`src/rtl/hfadc_pkg.sv`:
```
// Shared types for the half-flash converter controller.
// Assumes: one conversion at a time, phases visited in declaration order.
package hfadc_pkg;
    typedef enum logic [2:0] {
        PH_IDLE,
        PH_SETUP,
        PH_SAMPLE,
        PH_WAIT,
        PH_SETTLE
    } phase_t;
endpackage

```
`src/rtl/hfadc_sync.sv`:
```
// Multi-stage synchronizer for an asynchronous active-low level.
// Assumes: the idle level is high, so every stage resets to 1.
module hfadc_sync #(
    parameter int STAGES = 2
) (
    input  logic clk,
    input  logic rst_n,
    input  logic din,
    output logic dout
);
    logic [STAGES-1:0] chain;

    // shift the input through the stage chain
    always_ff @(posedge clk) begin
        if (!rst_n) chain <= '1;
        else        chain <= {chain[STAGES-2:0], din};
    end

    assign dout = chain[STAGES-1];
endmodule

```
`src/rtl/hfadc_timer.sv`:
```
// Loadable down-counter used for every phase of a conversion.
// Assumes: a load of N-1 makes expired true N cycles after the load edge.
module hfadc_timer #(
    parameter int TW = 8
) (
    input  logic          clk,
    input  logic          rst_n,
    input  logic          load,
    input  logic [TW-1:0] load_val,
    output logic          expired
);
    logic [TW-1:0] cnt;

    // load on request, otherwise count down to zero and hold there
    always_ff @(posedge clk) begin
        if (!rst_n)          cnt <= '0;
        else if (load)       cnt <= load_val;
        else if (cnt != '0)  cnt <= cnt - 1'b1;
    end

    assign expired = (cnt == '0);
endmodule

```
`src/rtl/hfadc_ctrl.sv`:
```
// Host-side sequencer for an external two-step 10-bit converter.
// Drives chip select, sample/hold, read and channel lines and captures the
// result after the synchronized end-of-conversion interrupt.
// Assumes: all *_CYC parameters are at least 1; adc_int_n is asynchronous.
module hfadc_ctrl #(
    parameter int DATA_W      = 10,
    parameter int CH_W        = 2,
    parameter int SETUP_CYC   = 2,
    parameter int SAMPLE_CYC  = 25,
    parameter int SETTLE_CYC  = 2,
    parameter int TIMEOUT_CYC = 400
) (
    input  logic              clk,
    input  logic              rst_n,
    input  logic              start_i,
    input  logic [CH_W-1:0]   chan_i,
    input  logic              mode_i,
    output logic              busy_o,
    output logic [DATA_W-1:0] result_o,
    output logic              valid_o,
    output logic              err_o,
    output logic              adc_cs_n,
    output logic              adc_sh_n,
    output logic              adc_rd_n,
    output logic [CH_W-1:0]   adc_sel,
    input  logic              adc_int_n,
    input  logic [DATA_W-1:0] adc_data
);
    import hfadc_pkg::*;

    localparam int MAX_A  = (SETUP_CYC > SAMPLE_CYC) ? SETUP_CYC : SAMPLE_CYC;
    localparam int MAX_B  = (SETTLE_CYC > TIMEOUT_CYC) ? SETTLE_CYC : TIMEOUT_CYC;
    localparam int MAX_C  = (MAX_A > MAX_B) ? MAX_A : MAX_B;
    localparam int TW     = $clog2(MAX_C + 1);
    localparam logic [TW-1:0] LD_SETUP  = TW'(SETUP_CYC - 1);
    localparam logic [TW-1:0] LD_SAMPLE = TW'(SAMPLE_CYC - 1);
    localparam logic [TW-1:0] LD_SETTLE = TW'(SETTLE_CYC - 1);
    localparam logic [TW-1:0] LD_WAIT   = TW'(TIMEOUT_CYC - 1);

    phase_t        phase;
    logic          mode_q;
    logic          int_s;
    logic          tmr_exp;
    logic          tmr_load;
    logic [TW-1:0] tmr_val;
    logic          accept;

    hfadc_sync #(.STAGES(2)) u_sync (
        .clk   (clk),
        .rst_n (rst_n),
        .din   (adc_int_n),
        .dout  (int_s)
    );

    hfadc_timer #(.TW(TW)) u_timer (
        .clk      (clk),
        .rst_n    (rst_n),
        .load     (tmr_load),
        .load_val (tmr_val),
        .expired  (tmr_exp)
    );

    assign busy_o = (phase != PH_IDLE) | valid_o | err_o;
    assign accept = start_i & ~busy_o;

    // choose when and with what the phase timer is reloaded
    always_comb begin
        tmr_load = 1'b0;
        tmr_val  = LD_SETUP;
        unique case (phase)
            PH_IDLE:   if (accept) begin tmr_load = 1'b1; tmr_val = LD_SETUP; end
            PH_SETUP:  if (tmr_exp) begin
                           tmr_load = 1'b1;
                           tmr_val  = mode_q ? LD_WAIT : LD_SAMPLE;
                       end
            PH_SAMPLE: if (tmr_exp) begin tmr_load = 1'b1; tmr_val = LD_WAIT; end
            PH_WAIT:   if (!int_s) begin tmr_load = 1'b1; tmr_val = LD_SETTLE; end
            default:   ;
        endcase
    end

    // conversion sequencer: strobes, channel lines, result and pulses
    always_ff @(posedge clk) begin
        if (!rst_n) begin
            phase    <= PH_IDLE;
            mode_q   <= 1'b0;
            adc_cs_n <= 1'b1;
            adc_sh_n <= 1'b1;
            adc_rd_n <= 1'b1;
            adc_sel  <= '0;
            result_o <= '0;
            valid_o  <= 1'b0;
            err_o    <= 1'b0;
        end else begin
            valid_o <= 1'b0;
            err_o   <= 1'b0;
            unique case (phase)
                PH_IDLE: if (accept) begin
                    adc_sel  <= chan_i;
                    mode_q   <= mode_i;
                    adc_cs_n <= 1'b0;
                    phase    <= PH_SETUP;
                end
                PH_SETUP: if (tmr_exp) begin
                    adc_sh_n <= 1'b0;
                    if (mode_q) begin
                        adc_rd_n <= 1'b0;
                        phase    <= PH_WAIT;
                    end else begin
                        phase    <= PH_SAMPLE;
                    end
                end
                PH_SAMPLE: if (tmr_exp) begin
                    adc_sh_n <= 1'b1;
                    phase    <= PH_WAIT;
                end
                PH_WAIT: begin
                    if (!int_s) begin
                        adc_rd_n <= 1'b0;
                        phase    <= PH_SETTLE;
                    end else if (tmr_exp) begin
                        adc_cs_n <= 1'b1;
                        adc_sh_n <= 1'b1;
                        adc_rd_n <= 1'b1;
                        err_o    <= 1'b1;
                        phase    <= PH_IDLE;
                    end
                end
                PH_SETTLE: if (tmr_exp) begin
                    result_o <= adc_data;
                    valid_o  <= 1'b1;
                    adc_cs_n <= 1'b1;
                    adc_sh_n <= 1'b1;
                    adc_rd_n <= 1'b1;
                    phase    <= PH_IDLE;
                end
                default: phase <= PH_IDLE;
            endcase
        end
    end
endmodule

```
`config.mk`:
```
export PLATFORM = sky130hd
export DESIGN_NAME = hfadc_ctrl
export DESIGN_NICKNAME = d
export VERILOG_FILES = /design/src/rtl/hfadc_pkg.sv /design/src/rtl/hfadc_sync.sv /design/src/rtl/hfadc_timer.sv /design/src/rtl/hfadc_ctrl.sv
export SDC_FILE = /design/constraint.sdc
export NUM_CORES = 1
export LEC_CHECK = 0
export BUFFER_PORTS_ARGS = -buffer_cell sky130_fd_sc_hd__buf_2
export CAP_MARGIN = 20
export CORE_ASPECT_RATIO = 1.1
export CORE_MARGIN = 8
export CORE_UTILIZATION = 59
export CTS_BUF_LIST = sky130_fd_sc_hd__clkbuf_2
export DETAILED_ROUTE_END_ITERATION = 16
export PLACE_DENSITY = 0.87
export REMOVE_ABC_BUFFERS = 1
export SLEW_MARGIN = 10
export SYNTH_ARGS = -nofsm -noshare
export SYNTH_HDL_FRONTEND = slang
export SYNTH_SLANG_ARGS = --single-unit
```
`constraint.sdc`:
```
create_clock -name clk -period 3.9 [get_ports clk]
set_input_delay 0.585 -clock clk [delete_from_list [all_inputs] [get_ports clk]]
set_output_delay 0.585 -clock clk [all_outputs]
set_load 0.005 [all_outputs]
```
==> summary.md, run 1 <==
| Metric | Value |
|---|---|
| Final period utilization | 56.3% |
| Register area share after synthesis | 42.8% |
| Setup-failing EPs final | 0 |
| Mux contribution to synthesized area | 8.03% |
| Mapped Cells | 162 |
| Worst-skew pair later-pin latency | approximately 390 ps |
| Slew Limit Headroom | a little over half |
| # fillers | around 200 |
| Post-synth EDFFs | 0 |
| Largest net degree at the start of global routing | 20 |
| Final worst slack | 1710 ps |
| Post-detail-place hpwl | roughly 2700 µm |
| FF+latch area | 641 µm² |
| H-tree levels | 2 |
| Share of cells above drive strength 1 | roughly a quarter |
| Initial DRC count | 52 |
| Worst-path clk slew | between 150 and 200 ps |
| Root Driver | clkbuf_2 |
| Synth unique cells | 48 |
| Asr flop ratio synth | 0% |
| Hold Crit Depth | 2 |
| Worst path depth | 6 |
| Final Hold Fails | 0 |
| RSZ-0062 raised after global routing | false |
| CTS Buf Count | 5 |
| Crit start category | flip-flop |
| Buffers & Inverters on Critical Path | 1 |
| Finished Cell Area | 1710 µm² |
| Status | complete, no violations |
| Max Cap Violations | 0 |
| Worst IR Drop VDD | approximately 0.5 mV |
| Hold Buf Count CTS | 0 |
| Bufs on Longest Clock Path | 2 |
| Clk pwr share | between 10% and 20% |
| Num rows | 19 |
| Mapped Area | 1500 µm² |
| Combinational fraction of design power | between 40% and 50% |
| Synth Area in Adders | less than 1% |
| Post-CTS Setup Repair Bufs | 0 |
| Worst reg2reg path depth | 6 |
| Die X | 64.0 µm |
| Main combinational cell family by area after synthesis | simple AND/OR/NAND/NOR gates |
| XOR/XNOR share of the synthesized area | around 2.3% |
| Cell-by-cell trace of the critical path | inv_1, ha_1, nor4b_4, nand4_1, mux2i_1, nor2_1 |
| Total Die Area | 4410 µm² |
| Final GP Congestion | a little under 1 |
| Grt total ovfl | 0 |
| Internal | between 0.6 and 0.7 mW |
| DR pass1 iterations | 4 |
| DRC viols | 0 |
| PD cells | about 700 nW/µm² |
| Simple-Gate Fraction of Synth Area | 28.6% |
| Hold Path Class | in -> reg |
| Antenna Nets Post-Route | 0 |
| CTS tree | yes |
| Die height | between 60 and 70 µm |
| Final Util | 69.7% |
| Gr usage total | between 10% and 20% |
| Slowest CP cell | nand4_1 |
| Skew final | between 20 and 30 ps |
| Ant diodes | 0 |
| Fin nets | 213 |
| P_leak | between 0.7 and 0.8 nW |
| Top Family by Delay on Critical Path | simple AND/OR/NAND/NOR gates |
| Avg WL per Cell | around 16 µm |
| Area after DPL | 1660 µm² |
| Psw | roughly 0.53 mW |
| Worst slew pin tran | between 600 and 700 ps |
| Crit path time final | between 2000 and 2500 ps |
| Switching Share | 44.4% |
| First-pass GRT wire length | between 5000 and 6000 µm |
| Initial antenna violation count | 0 |
| Layout area overhead | 14.1% |
| Port bufs | 34 |
| Area leader, netlist | dfxtp_1 |
| CP required | between 4000 and 5000 ps |
| Worst Setup End Kind | flip-flop |
| Synth area leaders | dfxtp_1, mux2i_1, nor2_1, a21oi_1, nand2_1 |
| WL final | about 3500 µm |
| Synth top area share | between 40% and 50% |
| Crit path largest cell delay | 620 ps |
| Synth Area in Compound Gates | between 10% and 20% |
| Via count | between 1,000 and 1,500 |
| Top FF cell, synth | dfxtp_1 |
| Crit path arrival time | 2490 ps |
| Pre-CTS setup slack | roughly 1700 ps |
| WS Path Type | reg -> reg |
| Initial Util | 61.1% |
| Clk sinks | 32 |
| Final Slew Violations | 0 |
| Sequential Power Share | about two fifths |
| Flops & latches, synth | 32 |
| Multi-input gate area | between 700 and 800 µm² |
| Ports | 35 |
| Syn_area_per_cell | 9.24 µm² |
| Vias in the first global route | approximately 1,300 |
| Core Box Area | between 2000 and 2500 µm² |
| Fmax | 0.456 GHz |
| Max FO, Critical Path | 10 |
| Vias per std cell | approximately 5.8 |
| Sum Neg Setup Slack | 0 ps |
| Synthesis Warnings | 0 |
| CTS resizes | 0 |
-- through the flow --
step	hold WS, ps	power [mW]	std cells
CTS	372	1.20	227
finish	386	1.20	227
global route	339	1.30	227
global placement	404	1.01	219
detailed placement	408	1.03	219
floorplan	386	0.895	154
-- state kept, by name, summed over array words and instances (netlist names) --
| register | count |
|---|---|
| valid_o | 1 |
| result_o | 10 |
| mode_q | 1 |
| adc_sel | 2 |
| adc_sh_n | 1 |
| adc_cs_n | 1 |
| u_timer.cnt | 9 |
| err_o | 1 |
| u_sync.chain | 2 |
| phase | 3 |
| adc_rd_n | 1 |
-- cell type report --
class                      count  area share [%]
clock buffer                   5            1.47
clock inverter                 3            1.39
inverter                       4           0.879
multi-input combinational    118            46.5
sequential                    32            37.5
tap                           31            2.27
timing repair buffer          34            9.96
-- final timing paths --
check	from	slack, ps	to
max	u_timer.cnt[0]	1710	result_o[1]
min	adc_int_n	390	u_sync.chain[0]
max reg2reg	u_timer.cnt[0]	1710	result_o[1]
min reg2reg	u_sync.chain[0]	440	u_sync.chain[1]
-- kinds of logic (layout without fill, tap and decap cells) --
group / after synthesis / count (layout)
compound gates: 29 / 29
xor+xnor: 4 / 4
fa+ha+maj: 1 / 1
buf+inv: 12 / 46
flops: 32 / 32
mux: 12 / 12
simple gates: 72 / 72
-- per-layer routing --
metal	up-vias	share of wire (%)	global-route usage, %
li1	652	-	-
met2	53	52	31.0
met1	606	39	17.4
met3	15	5.4	6.30
met5	-	0	0
met4	0	3.1	8.91
-- power by group through the flow --
stage | clock network, mW | logic [mW] | registers [mW]
final | 0.168 | 0.558 | 0.479
after global routing | 0.187 | 0.623 | 0.489
after CTS | 0.171 | 0.556 | 0.477
after detailed placement | 0 | 0.550 | 0.484
after global placement | 0 | 0.534 | 0.477
after floorplan | 0 | 0.429 | 0.466
-- layout by cell type (no fill, tap or decap), types with 2 or more instances in the layout --
master,netlist,routed
nand2_2,2,2
nand4_1,2,2
o21ai_0,3,3
xnor2_1,3,3
a211oi_1,2,2
nand3_1,9,9
nand2_1,14,14
buf_2,4,34
clkbuf_2,0,5
nor4_1,2,2
inv_1,3,3
nor2_1,18,18
a21oi_1,11,11
clkinvlp_4,0,2
a21o_1,2,2
nor3_1,4,4
nand4b_1,2,2
o22ai_1,2,2
nand2b_1,5,5
mux2i_1,12,12
dfxtp_1,32,32
-- Yosys cell counts, drive strengths merged (2+ instances only) --
cell type / number
dfxtp: 32
nor2: 18
nand2: 16
mux2i: 12
a21oi: 11
nand3: 9
buf: 6
nand2b: 5
nor3: 5
nor4: 4
inv: 3
o21ai: 3
xnor2: 3
a211oi: 2
a21o: 2
clkbuf: 2
nand4: 2
nand4b: 2
nor4b: 2
o22ai: 2
o32ai: 2
No activity file was read; power rests on OpenSTA's default activity.
==> inputs of run 2 (changes only) <==
- CORE_UTILIZATION: 59 -> 50
- PLACE_DENSITY: 0.87 -> 0.79
- clock period: 3.9 -> 1.95 ns (I/O delays scaled with it)
==> run 2 against run 1 <==
Compared with the run above:
- register-to-register slack worse by 1600 ps
- non-clock buffer count is 4 higher
- critical path depth is 1 higher
- fmax is 21% higher
- largest cell class unchanged
- highest routed layer unchanged
==> summary.md, run 2 (same netlist as run 1, synthesis figures left out) <==
| Metric | Value |
|---|---|
| Status | complete, no violations |
| Ports | 35 (unchanged) |
| Layout area overhead | 15.9% |
| Final GP Congestion | 0.913 (-5.4%) |
| Hold Buf Count CTS | 0 (unchanged) |
| Gr usage total | 15.9% (-1.3 points) |
| Initial antenna violation count | 0 (unchanged) |
| CTS tree | yes |
| Hold Slack | 116 ps (-270 ps) |
| Final Util | 58.9% (-11 points) |
| Largest register by flop count | result_o |
| Vias per std cell | 5.71 (-2.3%) |
| Buffers & Inverters on Critical Path | 2 (+1) |
| Final period utilization | 93.2% (+37 points) |
| Antenna Nets Post-Route | 0 (unchanged) |
| Worst IR Drop VDD | 0.788 mV (+61%) |
| Crit start category | flip-flop |
| Commonest non-fill, non-tap cell in the layout | buf_2 |
| Fin nets | 217 (+1.9%) |
| Die height | 73.4 µm (+6.6%) |
| Ant diodes | 0 (unchanged) |
| H-tree levels | 2 (unchanged) |
| Setup-failing EPs final | 0 (unchanged) |
| Die X | 68.2 µm (+6.5%) |
| Top Family by Delay on Critical Path | simple AND/OR/NAND/NOR gates |
| # fillers | 247 (+23%) |
| Share of cells above drive strength 1 | 27.6% (+1.6 points) |
| DR pass1 iterations | 4 (unchanged) |
| CP required | 2220 ps (-1970 ps) |
| Port bufs | 34 (unchanged) |
| Skew final | 21.3 ps (-4.86 ps) |
| Initial Util | 50.9% (-10 points) |
| Max Cap Violations | 0 (unchanged) |
| Hold Path Class | in -> reg |
| Cell-by-cell trace of the critical path | inv_1, ha_1, nor4b_4, buf_4, nand2_2, nor4b_1, nor4_2 |
| Max reg flops | 10 (unchanged) |
| Final Hold Fails | 0 (unchanged) |
| CTS Buf Count | 5 (unchanged) |
| First-pass GRT wire length | 6040 µm (+2.5%) |
| Final Slew Violations | 0 (unchanged) |
| Design Power | 2.41 mW (+100%) |
| Via count | 1,330 (+0.30%) |
| Regs by FF count | result_o x10, u_timer.cnt x9, phase x3 |
| P_leak | 0.805 nW (+2.6%) |
| Fmax | 0.550 GHz (+21%) |
| Post-detail-place hpwl | 2700 µm (+0.83%) |
| PD cells | 1390 nW/µm² (+97%) |
| Crit path time final | 1820 ps (-376 ps) |
| Num rows | 21 (+2) |
| Vias in the first global route | 1,350 (+0.22%) |
| Avg WL per Cell | 15.4 µm (-0.84%) |
| WL final | 3600 µm (+1.8%) |
| Crit path largest cell delay | 440 ps (-180 ps) |
| Slew Limit Headroom | 66.4% (+12 points) |
| Crit path arrival time | 2090 ps (-400 ps) |
| Clk sinks | 32 (unchanged) |
| Root Driver | clkbuf_2 |
| WS Path Type | reg -> reg |
| Max FO, Critical Path | 9 (-1) |
| R2R Setup Slk | 130 ps (-1570 ps) |
| Initial DRC count | 65 (+25%) |
| Bufs on Longest Clock Path | 2 (unchanged) |
| Worst Setup End Kind | flip-flop |
| Slowest CP cell | nor4b_1 |
| Total Die Area | 5000 µm² (+14%) |
| Most frequent cells in the layout | buf_2, dfxtp_1, nor2_1 |
| Worst-path clk slew | 160 ps (-30 ps) |
| Worst-skew pair later-pin latency | 370 ps (-20 ps) |
| Worst slew pin tran | 502 ps (-186 ps) |
| Core Box Area | 2940 µm² (+20%) |
| Grt total ovfl | 0 (unchanged) |
| Largest net degree at the start of global routing | 18 (-10%) |
| DRC viols | 0 (unchanged) |
[run 2: cell count changes in the layout (fill, tap and decap cells not counted), sizes merged]
cell | before | now
clkinvlp | 2 | 0
clkinv | 2 | 3
buf | 34 | 38
[run 2: area by class of cell]
class,count,area (µm²),area share [%]
multi-input combinational,118,802,46.2
sequential,32,642,37.0
timing repair buffer,38,200,11.5
tap,34,42.5,2.45
clock buffer,5,25.0,1.44
inverter,4,15.0,0.866
clock inverter,2,7.51,0.433
[run 2: routing by layer]
metal | up-vias | track usage (%) | part of all wire [%]
met4 | 0 | 8.43 | 1.1
met2 | 52 | 26.7 | 52
met5 | - | 0 | 0
met1 | 615 | 16.7 | 41
li1 | 657 | - | -
met3 | 6 | 5.64 | 6.0
[run 2: worst paths after layout]
kind,start,to,cells past startpoint
max reg2reg,u_timer.cnt[0],u_timer.cnt[0],7
min reg2reg,u_sync.chain[0],u_sync.chain[1],1
max,u_timer.cnt[0],u_timer.cnt[0],7
min,adc_int_n,u_sync.chain[0],2
[run 2: stage by stage]
step | instances | area [µm²] | setup WS [ps] | TNS (ps)
floorplan | 154 | 1450 | 130 | 0
global placement | 226 | 1690 | 276 | 0
detailed placement | 226 | 1690 | 175 | 0
CTS | 233 | 1730 | 154 | 0
global route | 233 | 1730 | -3.11 | -3.11
finish | 233 | 1730 | 132 | 0
[run 2: where the power goes]
group,switching (mW),internal [mW]
logic,0.647,0.516
clock network,0.214,0.0738
registers,0.188,0.771
total,1.05,1.36
[run 2: repair_timing]
action                                  in CTS  in global routing
resized for setup                            0                  3
setup buffers                                0                  0
endpoints found under the setup margin       0                  3
[run 2: worst reg2reg max path, cell delays in order (launching register included)]
cell and delay, ps:
dfxtp_1 390, inv_1 70, ha_1 190, nor4b_4 250
buf_4 180, nand2_2 130, nor4b_1 440, nor4_2 60
==> inputs of run 3 (changes only) <==
- BUFFER_PORTS_ARGS: -buffer_cell sky130_fd_sc_hd__buf_2 -> not set
- CORE_UTILIZATION: 50 -> 58
- DONT_BUFFER_PORTS: not set -> 1
- PLACE_DENSITY: 0.79 -> 0.77
==> run 3 against run 2 <==
Compared with the run above:
- sequential share of layout area rose by 2.7 points
- combinational power barely moved
- routed wire length fell by 7.4%
- cell area fell by 7.0%
- global-route usage fell by 0.32 points
- non-clock buffer count fell by 28
- sequential power rose by 0.4%
- worst hold slack got worse by 72 ps
- clock power rose by 11%
- power rose by 1.7%
- final cell count fell by 13%
==> summary.md, run 3 (same netlist as run 1, synthesis figures left out) <==
| Metric | Value |
|---|---|
| Worst Setup End Kind | flip-flop |
| Fin nets | 189 (-13%) |
| WL final | 3330 µm (-7.4%) |
| R2R Setup Slk | 130 ps (about the same) |
| Antenna Nets Post-Route | 0 (unchanged) |
| Total Die Area | 4460 µm² (-11%) |
| Final worst slack | 126 ps (-5.26 ps) |
| Worst reg2reg path depth | 6 (-1) |
| Core Box Area | 2470 µm² (-16%) |
| Initial antenna violation count | 0 (unchanged) |
| H-tree levels | 2 (unchanged) |
| Commonest non-fill, non-tap cell in the layout | dfxtp_1 |
| RSZ-0062 raised after global routing | false |
| Vias in the first global route | 1,216 (-9.9%) |
| Setup crit start | u_timer.cnt[0] |
| Initial DRC count | 46 (-29%) |
| CTS tree | yes |
| Post-detail-place hpwl | 2530 µm (-6.2%) |
| Worst IR Drop VDD | 0.955 mV (+21%) |
| Final Hold Fails | 0 (unchanged) |
| R2r startpoint | u_timer.cnt[0] |
| Vias per std cell | 5.99 (+4.9%) |
| Die height | 69.3 µm (-5.6%) |
| Via count | 1,216 (-8.6%) |
| WS Path Type | reg -> reg |
| Hold Path Class | in -> reg |
| # fillers | 207 (-16%) |
| PD cells | 1520 nW/µm² (+9.3%) |
| Initial Util | 60.5% (+9.7 points) |
| Final GP Congestion | 0.952 (+4.2%) |
| Die X | 64.4 µm (-5.5%) |
| Max reg flops | 10 (unchanged) |
| CTS resizes | 0 (unchanged) |
| Worst-path clk slew | 180 ps (+20 ps) |
| Sum Neg Setup Slack | 0 ps (unchanged) |
| Fmax | 0.548 GHz (-0.29%) |
| Layout area overhead | 7.78% |
| Crit path time final | 1820 ps (+5.26 ps) |
| Num rows | 19 (-9.5%) |
| DRC viols | 0 (unchanged) |
| Gr usage total | 15.6% (-0.32 points) |
| Post-CTS Setup Repair Bufs | 0 (unchanged) |
| Share of cells above drive strength 1 | 14.0% (-14 points) |
| Pre-CTS setup slack | 218 ps (+43.6 ps) |
| Worst R2R End | phase[0] |
| Crit path arrival time | 2150 ps (+60 ps) |
| Hold Buf Count CTS | 1 (+1) |
| Slew Limit Headroom | 60.6% (-5.8 points) |
| Worst-skew pair later-pin latency | 370 ps (about the same) |
| CTS Buf Count | 5 (unchanged) |
| Final period utilization | 93.5% (+0.27 points) |
| DR pass1 iterations | 4 (unchanged) |
| Status | complete, no violations |
| Setup-failing EPs final | 0 (unchanged) |
| Skew final | 16.7 ps (-4.65 ps) |
| Multi-input gate area | 795 µm² (-0.94%) |
| Ant diodes | 0 (unchanged) |
| Crit start category | flip-flop |
| Max FO, Critical Path | 8 (-1) |
| Regs by FF count | result_o x10, u_timer.cnt x9, phase x3 |
| Avg WL per Cell | 16.4 µm (+6.3%) |
| Ports | 35 (unchanged) |
| Worst slew pin tran | 590 ps (+87.7 ps) |
| Largest register by flop count | result_o |
| CP required | 2280 ps (+60 ps) |
| Most frequent cells in the layout | dfxtp_1, nor2_1, nand2_1 |
| Clk sinks | 32 (unchanged) |
| Critical Path End | phase[0] |
| Max Cap Violations | 0 (unchanged) |
| Final Util | 65.2% (+6.3 points) |
| First-pass GRT wire length | 5660 µm (-6.3%) |
| Bufs on Longest Clock Path | 2 (unchanged) |
| Final Slew Violations | 0 (unchanged) |
| Grt total ovfl | 0 (unchanged) |
| Root Driver | clkbuf_2 |
| P_leak | 0.675 nW (-16%) |
| Port bufs | 0 (-100%) |
| Largest net degree at the start of global routing | 18 (unchanged) |
| FF+latch area | 641 µm² (-0.20%) |
run 3: cell count changes in the layout (fill, tap and decap cells not counted), moves of 2 or more:
cell,delta
buf_4,+4
clkinvlp_4,+2
buf_2,-34
dlygate4sd3_1,+2
run 3: routing by layer:
layer  part of all wire [%]  GRT usage, %  up-vias  wire length (µm)
met5                      0             0        -                 0
li1                       -             -      602                 -
met3                    7.3          5.17       11               242
met2                     45          23.8       50              1510
met1                     45          18.9      553              1490
met4                    2.6          7.52        0                87
run 3: final cells by class:
cell class                 count  area share (%)
clock buffer                   5            1.55
clock inverter                 3            1.16
inverter                       4           0.931
multi-input combinational    118            49.3
sequential                    32            39.7
tap                           31            2.40
timing repair buffer          10            4.97
run 3: power by group:
part / internal, mW / switching [mW] / total, mW / leakage (nW)
clock: 0.0831 / 0.236 / 0.319 / 0.0226
combinational: 0.550 / 0.618 / 1.17 / 0.391
sequential: 0.770 / 0.193 / 0.963 / 0.261
total: 1.40 / 1.05 / 2.45 / 0.675
run 3: worst min path at each step:
| stage | start | end | slack, ps | cells past startpoint |
|---|---|---|---|---|
| final | rst_n | phase[1] | 40 | 2 |
| after CTS | rst_n | u_sync.chain[0] | 9 | 1 |
| after detailed placement | rst_n | u_sync.chain[1] | 370 | 1 |
| after global routing | adc_int_n | u_sync.chain[0] | 10 | 1 |
| after global placement | rst_n | u_sync.chain[1] | 370 | 1 |
| after floorplan | rst_n | u_sync.chain[0] | 370 | 1 |
run 3: stage by stage:
stage | cell area, µm² | std cells | hold WS (ps) | total power, mW
2_1_floorplan | 1450 | 154 | 366 | 1.79
3_3_place_gp | 1550 | 193 | 369 | 2.11
3_5_place_dp | 1550 | 193 | 371 | 2.13
4_1_cts | 1600 | 202 | 8.67 | 2.45
5_1_grt | 1610 | 203 | 10.3 | 2.64
6_report | 1610 | 203 | 44.2 | 2.45
run 3: worst max-delay path, stage by stage, from the launching register on:
cell       delay, ps
dfxtp_1          450
inv_1             60
ha_1             230
nor4b_4          140
and2_1           240
a2111oi_0        500
a41o_1           150
